===== config.mk =====
export PLATFORM = sky130hd
export DESIGN_NAME = sar_adc_seq
export DESIGN_NICKNAME = d
export VERILOG_FILES = /design/src/rtl/sar_adc_seq_pkg.sv /design/src/rtl/sclk_edge.sv /design/src/rtl/src_decode.sv /design/src/rtl/sar_reg.sv /design/src/rtl/sar_adc_seq.sv
export SDC_FILE = /design/constraint.sdc
export NUM_CORES = 1
export LEC_CHECK = 0
export ABC_AREA = 0
export BUFFER_PORTS_ARGS = -buffer_cell sky130_fd_sc_hd__buf_2
export CAP_MARGIN = 20
export CORE_UTILIZATION = 51
export CTS_CLUSTER_DIAMETER = 200
export DETAILED_ROUTE_END_ITERATION = 12
export GPL_TIMING_DRIVEN = 0
export PLACE_DENSITY = 0.71
export SETUP_SLACK_MARGIN = 0.1
export SLEW_MARGIN = 30
export SYNTH_ARGS = -nofsm -noshare
export SYNTH_HDL_FRONTEND = slang
export SYNTH_HIERARCHICAL = 1
export SYNTH_SLANG_ARGS = --single-unit
export TNS_END_PERCENT = 100

===== constraint.sdc =====
create_clock -name clk -period 2.05 [get_ports clk]
set_input_delay 0.1025 -clock clk [delete_from_list [all_inputs] [get_ports clk]]
set_output_delay 0.1025 -clock clk [all_outputs]
set_load 0.02 [all_outputs]

===== src/rtl/sar_adc_seq_pkg.sv =====
package sar_adc_seq_pkg;

  typedef enum logic [2:0] {
    ST_IDLE,
    ST_HUNT,
    ST_MODE,
    ST_SWAP,
    ST_SAMP_CFG,
    ST_SAMP_END,
    ST_CONV,
    ST_TAIL
  } seq_state_t;

  localparam logic [1:0] SRC_GND = 2'd0;
  localparam logic [1:0] SRC_A   = 2'd1;
  localparam logic [1:0] SRC_B   = 2'd2;

endpackage


===== src/rtl/sclk_edge.sv =====
module sclk_edge (
  input  logic clk,
  input  logic rst_n,
  input  logic sclk,
  output logic rise,
  output logic fall
);
  logic sclk_q;

  always_ff @(posedge clk or negedge rst_n) begin
    if (!rst_n) sclk_q <= 1'b0;
    else        sclk_q <= sclk;
  end

  assign rise = sclk & ~sclk_q;
  assign fall = ~sclk & sclk_q;
endmodule


===== src/rtl/src_decode.sv =====
module src_decode
  import sar_adc_seq_pkg::*;
(
  input  logic       valid,
  input  logic       single,
  input  logic       swap,
  output logic [1:0] pos_sel,
  output logic [1:0] neg_sel
);
  always_comb begin
    pos_sel = SRC_GND;
    neg_sel = SRC_GND;
    if (valid) begin
      pos_sel = swap ? SRC_B : SRC_A;
      if (single) neg_sel = SRC_GND;
      else        neg_sel = swap ? SRC_A : SRC_B;
    end
  end
endmodule


===== src/rtl/sar_reg.sv =====
module sar_reg #(
  parameter int NBITS = 8
) (
  input  logic             clk,
  input  logic             rst_n,
  input  logic             clr,
  input  logic             load,
  input  logic             step,
  input  logic             cmp_in,
  output logic [NBITS-1:0] trial,
  output logic             last_step
);
  localparam logic [NBITS-1:0] TOP_BIT = {1'b1, {(NBITS-1){1'b0}}};

  logic [NBITS-1:0] mask;

  always_ff @(posedge clk or negedge rst_n) begin
    if (!rst_n) begin
      trial <= '0;
      mask  <= '0;
    end else if (clr) begin
      trial <= '0;
      mask  <= '0;
    end else if (load) begin
      trial <= TOP_BIT;
      mask  <= TOP_BIT;
    end else if (step && (mask != '0)) begin
      trial <= (cmp_in ? trial : (trial & ~mask)) | (mask >> 1);
      mask  <= mask >> 1;
    end
  end

  assign last_step = mask[0];
endmodule


===== src/rtl/sar_adc_seq.sv =====
module sar_adc_seq
  import sar_adc_seq_pkg::*;
#(
  parameter int NBITS = 8
) (
  input  logic             clk,
  input  logic             rst_n,
  input  logic             cs_n,
  input  logic             sclk,
  input  logic             sdi,
  input  logic             cmp_in,
  output logic [1:0]       pos_sel,
  output logic [1:0]       neg_sel,
  output logic             sample_en,
  output logic [NBITS-1:0] trial_code,
  output logic             sdo,
  output logic             sdo_oe,
  output logic             pwr_down
);
  localparam int IDXW = $clog2(NBITS + 1);
  localparam logic [IDXW-1:0] IDX_END = IDXW'(NBITS);

  seq_state_t       state;
  logic             rise, fall;
  logic             single_q, swap_q, zero_tail_q, sel_valid;
  logic [IDXW-1:0]  tail_idx;
  logic             last_step;
  logic             sar_load, sar_step;
  logic [NBITS-1:0] tail_shift;

  sclk_edge u_edge (
    .clk   (clk),
    .rst_n (rst_n),
    .sclk  (sclk),
    .rise  (rise),
    .fall  (fall)
  );

  src_decode u_dec (
    .valid   (sel_valid),
    .single  (single_q),
    .swap    (swap_q),
    .pos_sel (pos_sel),
    .neg_sel (neg_sel)
  );

  assign sar_load = !cs_n && (state == ST_SAMP_END) && fall;
  assign sar_step = !cs_n && (state == ST_CONV) && fall;

  sar_reg #(.NBITS(NBITS)) u_sar (
    .clk       (clk),
    .rst_n     (rst_n),
    .clr       (cs_n),
    .load      (sar_load),
    .step      (sar_step),
    .cmp_in    (cmp_in),
    .trial     (trial_code),
    .last_step (last_step)
  );

  assign tail_shift = trial_code >> tail_idx;

  always_ff @(posedge clk or negedge rst_n) begin
    if (!rst_n) begin
      state       <= ST_IDLE;
      single_q    <= 1'b0;
      swap_q      <= 1'b0;
      zero_tail_q <= 1'b0;
      sel_valid   <= 1'b0;
      sample_en   <= 1'b0;
      sdo         <= 1'b0;
      sdo_oe      <= 1'b0;
      pwr_down    <= 1'b1;
      tail_idx    <= '0;
    end else if (cs_n) begin
      state       <= ST_IDLE;
      single_q    <= 1'b0;
      swap_q      <= 1'b0;
      zero_tail_q <= 1'b0;
      sel_valid   <= 1'b0;
      sample_en   <= 1'b0;
      sdo         <= 1'b0;
      sdo_oe      <= 1'b0;
      pwr_down    <= 1'b1;
      tail_idx    <= '0;
    end else begin
      pwr_down <= 1'b0;
      unique case (state)
        ST_IDLE: state <= ST_HUNT;
        ST_HUNT: if (rise && sdi) state <= ST_MODE;
        ST_MODE: if (rise) begin
          single_q <= sdi;
          state    <= ST_SWAP;
        end
        ST_SWAP: if (rise) begin
          swap_q    <= sdi;
          sel_valid <= 1'b1;
          sample_en <= 1'b1;
          state     <= ST_SAMP_CFG;
        end
        ST_SAMP_CFG: if (rise) begin
          zero_tail_q <= sdi;
          state       <= ST_SAMP_END;
        end
        ST_SAMP_END: if (fall) begin
          sample_en <= 1'b0;
          sdo_oe    <= 1'b1;
          sdo       <= 1'b0;
          state     <= ST_CONV;
        end
        ST_CONV: if (fall) begin
          sdo <= cmp_in;
          if (last_step) begin
            tail_idx <= IDXW'(1);
            state    <= ST_TAIL;
          end
        end
        ST_TAIL: if (fall) begin
          if (!zero_tail_q && (tail_idx < IDX_END)) sdo <= tail_shift[0];
          else                                      sdo <= 1'b0;
          if (tail_idx < IDX_END) tail_idx <= tail_idx + IDXW'(1);
        end
        default: state <= ST_IDLE;
      endcase
    end
  end
endmodule


* After elaboration in Yosys (flattened, before gate mapping)
Cells that the tools add are included.
** Operators by class
- Add/subtract/negate cells :: 1
- Multiply operators :: 0
- Div/mod/pow operators :: 0
- Magnitude comparators :: 1
- Equal/unequal tests :: 16
- Shifts and indexed selects :: 1
- Mux-type cells :: 49
- Bitwise gates (word level) :: 7
- Reduce and logical (&&, ||, !) cells :: 30
** Operators with widths (count)
- 8-bit 2-to-1 mux :: 7
- 3-bit 2-to-1 mux :: 8
- 3-bit != test (second input constant) :: 8
- 3-bit one-hot mux with 7 select lines :: 1
- 1-bit 2-to-1 mux :: 20
- 4-bit 2-to-1 mux :: 5
- 8-bit nonzero test :: 2
- 3-bit == test (second input constant) :: 4
- 2-bit nonzero test :: 6
- 2-bit 2-to-1 mux :: 5
- 3-bit nonzero test :: 3
- 8-bit AND :: 1
- 8-bit inverter :: 1
- 8-bit by 7-bit bitwise OR with 8-bit output :: 1
- 4-bit one-hot mux with 2 select lines :: 1
- 2-bit AND reduction :: 4
- 8-bit AND reduction :: 1
- 8-bit by 4-bit right shift with 1-bit output :: 1
- 1-bit logical AND :: 7
- 3-bit by 2-bit == test with 1-bit output (second input constant) :: 2
- 5-bit AND reduction :: 1
- 4-bit by 1-bit adder with 4-bit output (second input constant) :: 1
- 4-bit less-than comparator (second input constant) :: 1
- 4-bit AND reduction :: 1
- 10 further kinds :: 13
** Storage, ports and cells
- Register bits :: 32
- Latch bits :: 0
- Memory bits (writable) :: 0
- ROM bits :: 0
- Logic and storage cells :: 118
- Memories :: 0

* Depth between registers and ports, before layout
Gate-level depths: netlist of run 1.
- Depth in word-level cells :: 7
- Gate-level depth with buffers :: 7
- Gate-level depth less buffers :: 6

* Cells and area by module
The synthesis of run 1 kept the hierarchy.
** By module, submodules not included
- sar_adc_seq :: times used 1, cells each 93, area an instance 877.1 µm², seq. area each 376.6 µm²
- sar_reg :: times used 1, cells each 72, area an instance 785.8 µm², seq. area each 400.4 µm²
- sclk_edge :: times used 1, cells each 3, area an instance 40.0 µm², seq. area each 25.0 µm²
- src_decode :: times used 1, cells each 4, area an instance 35.0 µm², seq. area each 0.0 µm²

* Worst setup path after synthesis of run 1
Ideal clock, no wire load.
- Path kind :: reg2reg
- Start :: register state[1]
- End :: register u_sar.trial[6]
- Library setup time :: 0.081 ns
- Data arrival time :: 1.898 ns
- Data required time :: 1.969 ns
- Setup slack :: 0.071 ns
- Cell stages (with the launch flop) :: 8
- Buffers on the path :: 3
- Cell sequence :: dfrtp_1 -> buf_2 -> buf_2 -> nor4b_1 -> buf_2 -> o21a_2 -> nor2_1 -> nor3_2
** On the way
- Longest elaborated chain between the ends :: 5
** RTL lines
- start: declaration :: line sar_adc_seq.sv:23 : seq_state_t state;
- start signal: assignment :: line sar_adc_seq.sv:65 : state <= ST_IDLE;
- start signal: assignment :: line sar_adc_seq.sv:76 : state <= ST_IDLE;
- start signal: assignment :: line sar_adc_seq.sv:89 : ST_IDLE: state <= ST_HUNT;
- 3-bit == test :: line sar_adc_seq.sv:48 : assign sar_step = !cs_n && (state == ST_CONV) && fall;
- 1-bit logical AND (2 in a row) :: line sar_adc_seq.sv:48
- via sar_step :: line sar_adc_seq.sv:28 : logic sar_load, sar_step;
- 1-bit logical AND :: line sar_reg.sv:27 : end else if (step && (mask != '0)) begin
- 3-bit nonzero test (no source line)
- end signal: assignment :: line sar_reg.sv:28 : trial <= (cmp_in ? trial : (trial & ~mask)) | (mask >> 1);
- end: declaration :: line sar_reg.sv:10 : output logic [NBITS-1:0] trial,
The timed path passes the listed nets, and every way through them passes these cells.
A chain may end at the register's enable or synchronous reset.

* Final worst setup path of run 1
- Start :: register u_edge.sclk_q
- End :: register u_sar.trial[4]
** On the way
- Longest elaborated chain between the ends :: 4
** RTL lines
- start: declaration :: line sclk_edge.sv:8 : logic sclk_q;
- start signal: assignment :: line sclk_edge.sv:12 : else sclk_q <= sclk;
- 1-bit AND * :: line sclk_edge.sv:16 : assign fall = ~sclk & sclk_q;
- via fall :: line sar_adc_seq.sv:24 : logic rise, fall;
- 1-bit logical AND * :: line sar_adc_seq.sv:47 : assign sar_load = !cs_n && (state == ST_SAMP_END) && fall;
- via sar_load :: line sar_adc_seq.sv:28
- 8-bit 2-to-1 mux :: line sar_reg.sv:24 : end else if (load) begin
- 8-bit 2-to-1 mux :: line sar_reg.sv:21 : end else if (clr) begin
Mark *: on every way through the listed nets, which the timed path passes. The rest lies on a longest branch.

==> results of run 1 <==
[what timing repair did]
item                                    CTS  global route
endpoints found under the setup margin   14            11
gates resized for setup                   4             4
buffers inserted                          0             1
hold buffers                              3             0
hold endpoints to repair                 33             0
[sequential cells by signal, summed over array words and instances, names as in the netlist]
signal,count
swap_q,1
state,3
pwr_down,1
zero_tail_q,1
u_edge/sclk_q,1
u_sar/mask,8
sample_en,1
sdo,1
sdo_oe,1
u_sar/trial,8
sel_valid,1
single_q,1
tail_idx,4
[cell usage in the layout (no fill, tap or decap), types with 2 or more instances in the layout]
cell type and n:
nand2b_1 7, nand3b_1 2, nor3_1 2, nand2_1 8
mux2i_1 12, buf_2 26, and3b_1 2, o21ai_0 5
a211oi_1 7, or2_1 2, clkbuf_4 5, and2_2 2
buf_4 2, a21o_1 2, nand3_1 3, dfrtp_1 31
nor2b_1 5, a21oi_1 6, nor3_2 7, a31oi_1 2
or4_4 2, a22oi_1 2, clkbuf_1 3, nor2_1 28
inv_1 4, dlygate4sd3_1 3
[per-layer routing]
layer  global-route usage [%]  vias up  wire length (µm)
li1                         -      676                 -
met1                     32.8      694              1760
met2                     33.0       28              1650
met3                     6.61        5               127
met4                     7.64        0                48
met5                        0        -                 0
[how the worst min path moves through the flow]
stage	start	endpoint	cells past startpoint
6_report	sdi	single_q$_DFFE_PN0P_	3
5_1_grt	sdi	zero_tail_q$_DFFE_PN0P_	3
4_1_cts	sdi	single_q$_DFFE_PN0P_	3
3_5_place_dp	rst_n	u_sar/trial[2]$_DFFE_PN0P_	1
3_3_place_gp	rst_n	u_sar/trial[3]$_DFFE_PN0P_	1
2_1_floorplan	rst_n	sample_en$_DFFE_PN0P_	0
[worst max-delay path: cells and delay by family, from the launching register on]
kind          cells  cell delay [ns]
buf+inv           2             0.33
flops             1             0.39
simple gates      5             1.06
[power breakdown]
group	internal (W)	leakage (nW)	switching [W]
registers	0.000640	0.438	0.0000103
logic	0.0000400	0.447	0.0000708
clock network	0.000169	0.0326	0.000211
total	0.000849	0.917	0.000292
[through the flow]
stage	std cells	total power (W)
2_1_floorplan	172	0.000725
3_3_place_gp	237	0.000762
3_5_place_dp	237	0.000765
4_1_cts	248	0.00115
5_1_grt	249	0.00119
6_report	249	0.00114
[cells by family after synthesis]
| group | Yosys count | share of synthesized area, % |
|---|---|---|
| simple gates | 78 | 26.2 |
| compound gates | 35 | 15.5 |
| flops | 32 | 46.1 |
| buf+inv | 13 | 3.24 |
| mux | 13 | 8.21 |
| fa+ha+maj | 1 | 0.720 |
[final cells by class]
cell class              instances  share of cell area [%]
multi-input cells             127                    44.3
inverters                       4                   0.743
repair buffers                 25                    7.06
plain buffers                   9                    2.60
well taps                      44                    2.72
flip-flops and latches         32                    39.7
clock buffers                   8                    2.91
==> metrics.csv, run 1 <==
stage,metric,value,unit
timing,rsz0062_at_grt,no,
final_layout,stdcell_area,2020,µm²
yosys,netlist.top_cell.by_area,dfrtp_1,
clocking,clk_latency,0.34,ns
timing,finalMaxSlewViolations,0,
clocking,cts.sinks,32,
worst_setup_path,crit_chain,"and2b_2, and2_2, and3_1, or2_1, buf_2, buf_6, nor3_2",
power,irDropWorstVdd,0.314,mV
placed_design,pre_cts_ws,0.000273,ns
yosys,netlist_instances,172,
timing,relSlewSlack,53.4,%
yosys,synth_ff_type,dfrtp_1,
floorplanning,core-area,3150,µm²
yosys,ys_seq_area_share,46.1,%
global_route,grt_antenna_before_repair,0,
final_layout,insertedDiodeCount,0,
yosys,yosys.area.top_type_share,44.6,%
placed_design,place_area,1900,µm²
clocking,cts_root_buffer,clkbuf_4,
final_layout,utilization,64.1,%
final_layout,fillers,273,
worst_setup_path,path_class,flip-flop to flip-flop,
global_route,grt_pass1_vias,1295,
final_layout,drive_gt1_share,26.8,%
yosys,ys_seq_elements,32,
detailed_routing,drtAntennaViolNets,0,
detailed_routing,avgViaCountPerCell,5.63,
floorplanning,boundaryPins,22,
detailed_routing,first_iter_violations,63,
run_status,status,finished clean,
placed_design,dp_hpwl,2550,µm
floorplanning,die_w,60.4,µm
power,powerDensity,565,nW/µm²
worst_setup_path,end_kind,flip-flop,
timing,final_hold_viol_count,0,
clocking,cts_tree,yes,
timing,finalSetupViolations,0,
worst_setup_path,timing.rr.end,u_sar/trial[4]$_DFFE_PN0P_,
worst_setup_path,critPathSlowestCell,dfrtp_1,
yosys,yosys_warnings,6,
final_layout,area_growth,16.3,%
timing,fmax,0.544,GHz
worst_setup_path,rrSetupSlack,0.21,ns
worst_setup_path,setup.worst_path.end,u_sar/trial[4]$_DFFE_PN0P_,
yosys,synthTopCellsByArea,"dfrtp_1 (45%), mux2i_1 (6.9%), nor2_1 (6.0%)",
global_route,grt_max_degree,33,
worst_setup_path,startpoint,u_edge/sclk_q$_DFF_PN0_,
detailed_routing,dr_total_vias,1403,
yosys,synth_commonest_cells,"dfrtp_1 (31), nor2_1 (28), mux2i_1 (12)",
detailed_routing,wirelength,3580,µm
worst_setup_path,worstSetupStartpointType,flip-flop,
final_layout,multi_input_area,895,µm²
worst_setup_path,cp_data_arrival_time,2.10,ns
timing,period_minus_slack,1.84,ns
detailed_routing,drc,0,
yosys,synth_area,1740,µm²
yosys,synth.most_common_cell,dfrtp_1,
worst_setup_path,cp.required,2.31,ns
global_route,grt_pass1_wl,6030,µm
final_layout,nNetsFinal,211,
placed_design,io_buffers,21,
worst_setup_path,crit_path_max_fanout,10,
global_route,grt_usage,22.8,%
clocking,htreeDepth,2,
timing,skew,0.00843,ns
yosys,synth.avg_cell_area,10.1,µm²
min_path,hp-class,input pin to flip-flop,
detailed_routing,firstDrtPassIters,4,
global_route,gr-total-overflow,0,
clocking,cts_buffer_depth,2,
detailed_routing,wl_per_cell,14.4,µm
yosys,synth_cell_types,47,
worst_setup_path,r2r_cells,7,
placed_design,routabilityCongestion,0.849,
timing,fin_ws,0.212,ns
clocking,clk_pin_slew,0.10,ns
floorplanning,rows,20,
worst_setup_path,r2r_start,u_edge/sclk_q$_DFF_PN0_,
final_layout,seq_area,802,µm²
worst_setup_path,max_stage_delay,0.39,ns
floorplanning,die_y,60.4,µm
timing,timing.hold.ws,0.0851,ns
floorplanning,start_util,55.1,%
power,leakage,0.917,nW
yosys,synth_edf_count,0,
floorplanning,fp.dieArea,3650,µm²
clocking,cts_made_buffers,5,
timing,fin_setup_tns,0,ns
timing,period_share,89.6,%
yosys,async_reset_ff_share,100,%
timing,tightest_slew,0.699,ns
flow_run,cap_viol_max_count,0,
yosys,synth_nets,179,
No activity file was read; power rests on OpenSTA's default activity.
==> run 2: changes to the inputs <==
--- a/config.mk
+++ b/config.mk
@@ -8,6 +8,7 @@
 export ABC_AREA = 0
 export BUFFER_PORTS_ARGS = -buffer_cell sky130_fd_sc_hd__buf_2
 export CAP_MARGIN = 20
+export CORE_MARGIN = 2
 export CORE_UTILIZATION = 51
 export CTS_CLUSTER_DIAMETER = 200
 export DETAILED_ROUTE_END_ITERATION = 12
==> run 2 against run 1 <==
Net effect: clock power down 8.7%; maximum frequency up 1.2%; sequential share of layout area about the same; critical path depth unchanged; sequential power about the same; critical path type unchanged.
==> metrics.csv, run 2 (synthesis gave the netlist of run 1 again) <==
stage,metric,value,unit,change
detailed_routing,first_iter_violations,63,,unchanged
worst_setup_path,crit_path_max_fanout,10,,unchanged
timing,relSlewSlack,53.1,%,-0.28 points
final_layout,area_growth,16.1,%,
clocking,clk_latency,0.34,ns,about the same
detailed_routing,avgViaCountPerCell,5.52,,-2.0%
global_route,grt_antenna_before_repair,0,,unchanged
worst_setup_path,max_stage_delay,0.38,ns,about the same
timing,fmax,0.551,GHz,+1.2%
power,leakage,0.907,nW,-1.0%
global_route,grt_pass1_vias,1375,,+6.2%
floorplanning,core-area,3310,µm²,+5.0%
final_layout,mostFrequentLayoutCells,"dfrtp_1 (31), nor2_1 (28), buf_2 (25)",,
clocking,clk_pin_slew,0.09,ns,about the same
run_status,status,finished clean,,
flow_run,cap_viol_max_count,0,,unchanged
timing,period_minus_slack,1.82,ns,-0.0224 ns
floorplanning,fp.dieArea,3890,µm²,+6.7%
worst_setup_path,path_delay_family,simple AND/OR/NAND/NOR gates,,
detailed_routing,firstDrtPassIters,4,,unchanged
global_route,grt_pass1_wl,6410,µm,+6.3%
global_route,grt_max_degree,33,,unchanged
power,irDropWorstVdd,0.420,mV,+34%
timing,finalMaxSlewViolations,0,,unchanged
worst_setup_path,path_class,flip-flop to flip-flop,,
timing,tightest_slew,0.703,ns,+0.00415 ns
floorplanning,die_w,62.4,µm,+3.3%
worst_setup_path,end_kind,flip-flop,,
global_route,gr-total-overflow,0,,unchanged
floorplanning,start_util,52.5,%,-2.6 points
final_layout,reg.largest.list,"u_sar/mask (8), u_sar/trial (8), tail_idx (4)",,
worst_setup_path,crit_chain,"and2b_2, and2_4, and3_4, or2_1, buf_2, buf_4, nor3_2",,
worst_setup_path,cp.required,2.31,ns,about the same
power,powerDensity,549,nW/µm²,-2.8%
timing,finalSetupViolations,0,,unchanged
placed_design,dp_hpwl,2540,µm,-0.22%
clocking,cts_tree,yes,,
detailed_routing,wl_per_cell,14.4,µm,+0.20%
timing,skew,0.00540,ns,-0.00303 ns
placed_design,io_buffers,21,,unchanged
worst_setup_path,critPathSlowestCell,dfrtp_1,,
final_layout,drive_gt1_share,26.8,%,unchanged
final_layout,stdcell_count,251,,+0.80%
clocking,cts_made_buffers,5,,unchanged
detailed_routing,dr_total_vias,1386,,-1.2%
clocking,htreeDepth,2,,unchanged
worst_setup_path,worst-path-buf-inv,2,,unchanged
min_path,hp-class,input pin to flip-flop,,
timing,timing.hold.ws,0.0754,ns,-0.00969 ns
final_layout,insertedDiodeCount,0,,unchanged
final_layout,nNetsFinal,211,,unchanged
placed_design,routabilityCongestion,0.793,,-6.6%
final_layout,layout_commonest_cell,dfrtp_1,,
clocking,cts_buffer_depth,2,,unchanged
timing,final_hold_viol_count,0,,unchanged
detailed_routing,wirelength,3620,µm,+1.0%
worst_setup_path,worstSetupStartpointType,flip-flop,,
floorplanning,rows,21,,+5.0%
global_route,grt_usage,20.9,%,-1.9 points
timing,rsz0062_at_grt,no,,
worst_setup_path,cp_data_arrival_time,2.07,ns,-0.03 ns
timing,period_share,88.5,%,-1.1 points
clocking,cts.sinks,32,,unchanged
detailed_routing,drtAntennaViolNets,0,,unchanged
clocking,cts_root_buffer,clkbuf_4,,
detailed_routing,drc,0,,unchanged
floorplanning,die_y,62.4,µm,+3.3%
floorplanning,boundaryPins,22,,unchanged
placed_design,placed_cells,239,,+0.84%
==> run 2: power breakdown <==
group	internal (W)	switching [W]
sequential	0.000640	0.0000106
clock	0.000136	0.000210
combinational	0.0000400	0.0000712
==> run 2: path summary, 6_finish.rpt <==
kind | start | endpoint | slack, ns | cells past startpoint
max | u_edge/sclk_q$_DFF_PN0_ | u_sar/trial[5]$_DFFE_PN0P_ | 0.23 | 7
min in group asynchronous | rst_n | u_sar/trial[3]$_DFFE_PN0P_ | 0.35 | 2
min | sdi | zero_tail_q$_DFFE_PN0P_ | 0.08 | 3
max reg2reg | u_edge/sclk_q$_DFF_PN0_ | u_sar/trial[5]$_DFFE_PN0P_ | 0.23 | 7
max in group asynchronous | rst_n | sample_en$_DFFE_PN0P_ | 1.25 | 2
min reg2reg | sdo_oe$_DFFE_PN0P_ | sdo_oe$_DFFE_PN0P_ | 0.51 | 2
==> run 2: what timing repair did <==
item | 4_1_cts | 5_1_grt
resized for setup | 5 | 4
hold buffers | 3 | 0
endpoints found under the setup margin | 14 | 7
endpoints found under the hold margin | 33 | 0
setup buffers | 0 | 1
==> run 2: metal layers <==
metal	vias to the layer above	track usage (%)	routed length (µm)
met2	18	32.2	1700
met3	6	4.50	123
met4	0	8.89	36
li1	676	-	-
met1	686	28.7	1760
met5	-	0	0
==> run 2: area by class of cell <==
class                           count  area [µm²]
Buffer                              9        51.3
Clock buffer                        8        48.8
Fill cell                         305        1290
Inverter                            4        15.0
Multi-Input combinational cell    127         901
Sequential cell                    32         802
Tap cell                           46        57.6
Timing Repair Buffer               25         143
==> run 2: worst reg2reg max path, stage by stage (launching register included) <==
cell and delay, ns:
dfrtp_1 0.38, and2b_2 0.21, and2_4 0.19, and3_4 0.19
or2_1 0.21, buf_2 0.17, buf_4 0.19, nor3_2 0.20
==> run 2: per-stage QoR <==
stage	setup WS [ns]	power [W]	utilization (%)	setup TNS, ns	area (µm²)
3_5_place_dp	-0.0362	0.000766	57.6	-0.262	1910
3_3_place_gp	0.0254	0.000762	57.6	0	1910
5_1_grt	0.125	0.00116	61.0	0	2020
6_report	0.235	0.00111	61.0	0	2020
4_1_cts	0.112	0.00112	60.5	0	2000
2_1_floorplan	0.225	0.000725	-	0	1740
==> run 3: changes to the inputs <==
--- a/config.mk
+++ b/config.mk
@@ -8,16 +8,17 @@
 export ABC_AREA = 0
 export BUFFER_PORTS_ARGS = -buffer_cell sky130_fd_sc_hd__buf_2
 export CAP_MARGIN = 20
+export CELL_PAD_IN_SITES_DETAIL_PLACEMENT = 0
+export CELL_PAD_IN_SITES_GLOBAL_PLACEMENT = 1
 export CORE_MARGIN = 2
-export CORE_UTILIZATION = 51
+export CORE_UTILIZATION = 40
 export CTS_CLUSTER_DIAMETER = 200
 export DETAILED_ROUTE_END_ITERATION = 12
 export GPL_TIMING_DRIVEN = 0
-export PLACE_DENSITY = 0.71
+export PLACE_DENSITY = 0.72
 export SETUP_SLACK_MARGIN = 0.1
 export SLEW_MARGIN = 30
 export SYNTH_ARGS = -nofsm -noshare
 export SYNTH_HDL_FRONTEND = slang
-export SYNTH_HIERARCHICAL = 1
 export SYNTH_SLANG_ARGS = --single-unit
 export TNS_END_PERCENT = 100
==> run 3 against run 2 <==
Net effect: maximum frequency shrank 3.3%; synthesized area shrank 4.5%; sequential power grew 7.8%; clock skew shrank 0.0015 ns; global-route usage shrank 1.5 points; non-clock buffer count shrank 2; utilization shrank 11 points; combinational power grew to 2.8 times the previous value; first-iteration DRC count grew 13%; critical path type is now input pin to flip-flop; critical endpoint is now state[0]$_DFFE_PN0P_; largest cell class unchanged.
==> metrics.csv, run 3 <==
stage,metric,value,unit,change
run_status,status,finished clean,,
power,powerDensity,837,nW/µm²,+52%
timing,fmax,0.533,GHz,-3.3%
worst_setup_path,rrSetupSlack,0.23,ns,about the same
floorplanning,fp.dieArea,4680,µm²,+20%
worst_setup_path,timing.rr.end,u_sar.trial[4]$_DFFE_PN0P_,,
final_layout,nNetsFinal,202,,-4.3%
timing,final_hold_viol_count,0,,unchanged
clocking,htreeDepth,2,,unchanged
detailed_routing,drc,0,,unchanged
clocking,cts_made_buffers,5,,unchanged
yosys,netlist_instances,163,,-5.2%
power,power,0.00168,W,+51%
yosys,async_reset_ff_share,100,%,unchanged
final_layout,fillers,364,,+19%
worst_setup_path,crit_path_max_fanout,10,,unchanged
timing,period_share,91.5,%,+3.0 points
placed_design,io_buffers,21,,unchanged
timing,finalMaxSlewViolations,0,,unchanged
global_route,grt_pass1_vias,1282,,-6.8%
yosys,synth_ff_type,dfrtp_1,,
floorplanning,rows,23,,+9.5%
timing,period_minus_slack,1.88,ns,+0.0615 ns
clocking,cts_buffer_depth,2,,unchanged
yosys,synth_commonest_cells,"dfrtp_1 (31), nand2_1 (21), nor2_1 (18)",,
timing,skew,0.00390,ns,-0.00150 ns
min_path,hp-class,input pin to flip-flop,,
min_path,hold_end,single_q$_DFFE_PN0P_,,
timing,finalSetupViolations,0,,unchanged
worst_setup_path,end_kind,flip-flop,,
detailed_routing,dr_total_vias,1359,,-1.9%
timing,fin_setup_tns,0,ns,unchanged
final_layout,area_growth,20.7,%,
global_route,grt_usage,19.3,%,-1.5 points
detailed_routing,firstDrtPassIters,4,,unchanged
worst_setup_path,path_class,input pin to flip-flop,,
global_route,grt_max_degree,33,,unchanged
yosys,yosys_warnings,0,,-6
placed_design,routabilityCongestion,0.888,,+12%
yosys,synth.avg_cell_area,10.2,µm²,+0.81%
floorplanning,core-area,4000,µm²,+21%
final_layout,mostFrequentLayoutCells,"dfrtp_1 (31), buf_2 (22), nand2_1 (21)",,
final_layout,seq_area,802,µm²,unchanged
detailed_routing,avgViaCountPerCell,5.52,,about the same
yosys,synth_area,1660,µm²,-4.5%
global_route,grt_pass1_wl,6440,µm,+0.53%
power,leakage,0.893,nW,-1.6%
yosys,ys_seq_area_share,48.3,%,+2.2 points
timing,rsz0062_at_grt,yes,,
clocking,cts.sinks,32,,unchanged
worst_setup_path,r2r_cells,5,,-2
worst_setup_path,max_stage_delay,0.53,ns,+0.15 ns
yosys,ys_seq_elements,32,,unchanged
power,irDropWorstVdd,0.322,mV,-24%
clocking,clk_latency,0.29,ns,-0.05 ns
final_layout,multi_input_area,826,µm²,-8.3%
worst_setup_path,r2r_start,state[0]$_DFFE_PN0P_,,
yosys,netlist.top_cell.by_area,dfrtp_1,,
yosys,synthTopCellsByArea,"dfrtp_1 (47%), mux2i_1 (4.8%), nand2_1 (4.7%)",,
floorplanning,boundaryPins,22,,unchanged
worst_setup_path,critPathSlowestCell,dlygate4sd3_1,,
yosys,synth_edf_count,0,,unchanged
timing,tightest_slew,0.730,ns,+0.0265 ns
flow_run,cap_viol_max_count,0,,unchanged
clocking,cts_root_buffer,clkbuf_8,,
detailed_routing,first_iter_violations,71,,+13%
worst_setup_path,cp_data_arrival_time,2.05,ns,-0.02 ns
yosys,synth_cell_types,46,,-2.1%
global_route,gr-total-overflow,0,,unchanged
worst_setup_path,cp.required,2.22,ns,-0.09 ns
final_layout,drive_gt1_share,21.9,%,-4.9 points
floorplanning,die_w,68.4,µm,+9.7%
detailed_routing,drtAntennaViolNets,0,,unchanged
floorplanning,start_util,41.5,%,-11 points
final_layout,reg.largest.list,"u_sar.mask (8), u_sar.trial (8), tail_idx (4)",,
timing,relSlewSlack,51.3,%,-1.8 points
clocking,clk_pin_slew,0.07,ns,-0.02 ns
final_layout,insertedDiodeCount,0,,unchanged
yosys,yosys.area.top_type_share,46.7,%,+2.1 points
placed_design,dp_hpwl,2740,µm,+7.7%
min_path,hp-start,sdi,,
detailed_routing,wl_per_cell,15.7,µm,+8.6%
worst_setup_path,crit_chain,"dlygate4sd3_1, buf_2, clkbuf_1, a2111oi_1, o21ai_1, nand3_1, mux2_1",,
detailed_routing,wirelength,3850,µm,+6.4%
worst_setup_path,worstSetupStartpointType,input pin,,
min_path,hold_path_depth,3,,unchanged
final_layout,layout_commonest_cell,dfrtp_1,,
global_route,grt_antenna_before_repair,0,,unchanged
clocking,cts_tree,yes,,
floorplanning,die_y,68.4,µm,+9.7%
yosys,synth_nets,170,,-5.0%
yosys,synth.most_common_cell,dfrtp_1,,
## run 3: worst max path at each step
stage / from / end / depth (start not counted)
final: cs_n / state[0]$_DFFE_PN0P_ / 7
after global routing: cs_n / state[0]$_DFFE_PN0P_ / 7
after CTS: cs_n / u_sar.trial[3]$_DFFE_PN0P_ / 6
after detailed placement: state[0]$_DFFE_PN0P_ / state[0]$_DFFE_PN0P_ / 5
after global placement: state[0]$_DFFE_PN0P_ / state[0]$_DFFE_PN0P_ / 5
after floorplan: state[0]$_DFFE_PN0P_ / u_sar.trial[2]$_DFFE_PN0P_ / 4
## run 3: report_power, final
part	internal (W)	switching, W
combinational	0.000115	0.000191
clock	0.000429	0.000241
sequential	0.000663	0.0000387
total	0.00121	0.000471
## run 3: final cells by class
class | count | share of cell area, %
repair buffers | 25 | 7.12
multi-input cells | 122 | 41.2
plain buffers | 7 | 1.87
inverters | 2 | 0.375
flip-flops and latches | 32 | 40.0
well taps | 50 | 3.12
clock buffers | 7 | 4.81
clock inverters | 1 | 1.50
## run 3: timing repair
| item | CTS | global route |
|---|---|---|
| resized for setup | 0 | 6 |
| hold buffers | 3 | 0 |
| setup endpoints to repair | 0 | 12 |
| buffers inserted | 0 | 1 |
| endpoints found under the hold margin | 33 | 0 |
## run 3: cell families (layout without fill, tap and decap cells)
kind of cell / Yosys count / in the layout / share of synthesized area [%]
flip-flops: 32 / 32 / 48.3
adder cells (fa/ha/maj): 1 / 1 / 0.753
AO/OA/AOI/OAI: 36 / 36 / 16.7
buffers and inverters: 9 / 42 / 2.56
XOR/XNOR: 1 / 1 / 0.528
AND/OR/NAND/NOR: 73 / 73 / 22.9
multiplexers: 11 / 11 / 8.21
## run 3: worst max-delay path, delay by kind of cell
family / cells / cell delay [ns]
buf+inv: 3 / 0.91
compound gates: 2 / 0.57
mux: 1 / 0.32
simple gates: 1 / 0.14
## run 3: through the flow
stage / hold WS, ns / setup WS [ns] / utilization [%] / std cells / area, µm²
3_3_place_gp: 0.195 / 0.171 / 45.7 / 234 / 1830
5_1_grt: 0.134 / 0.0134 / 50.1 / 246 / 2000
4_1_cts: 0.116 / 0.115 / 49.6 / 245 / 1980
6_report: 0.115 / 0.173 / 50.1 / 246 / 2000
2_1_floorplan: -0.193 / 0.366 / - / 163 / 1660
3_5_place_dp: 0.202 / 0.169 / 45.7 / 234 / 1830
## run 3: per-layer routing
layer | track usage (%) | up-vias | wire length [µm]
li1 | - | 657 | -
met1 | 27.0 | 658 | 1920
met2 | 27.4 | 36 | 1650
met3 | 6.25 | 8 | 209
met4 | 8.00 | 0 | 72
met5 | 0 | - | 0
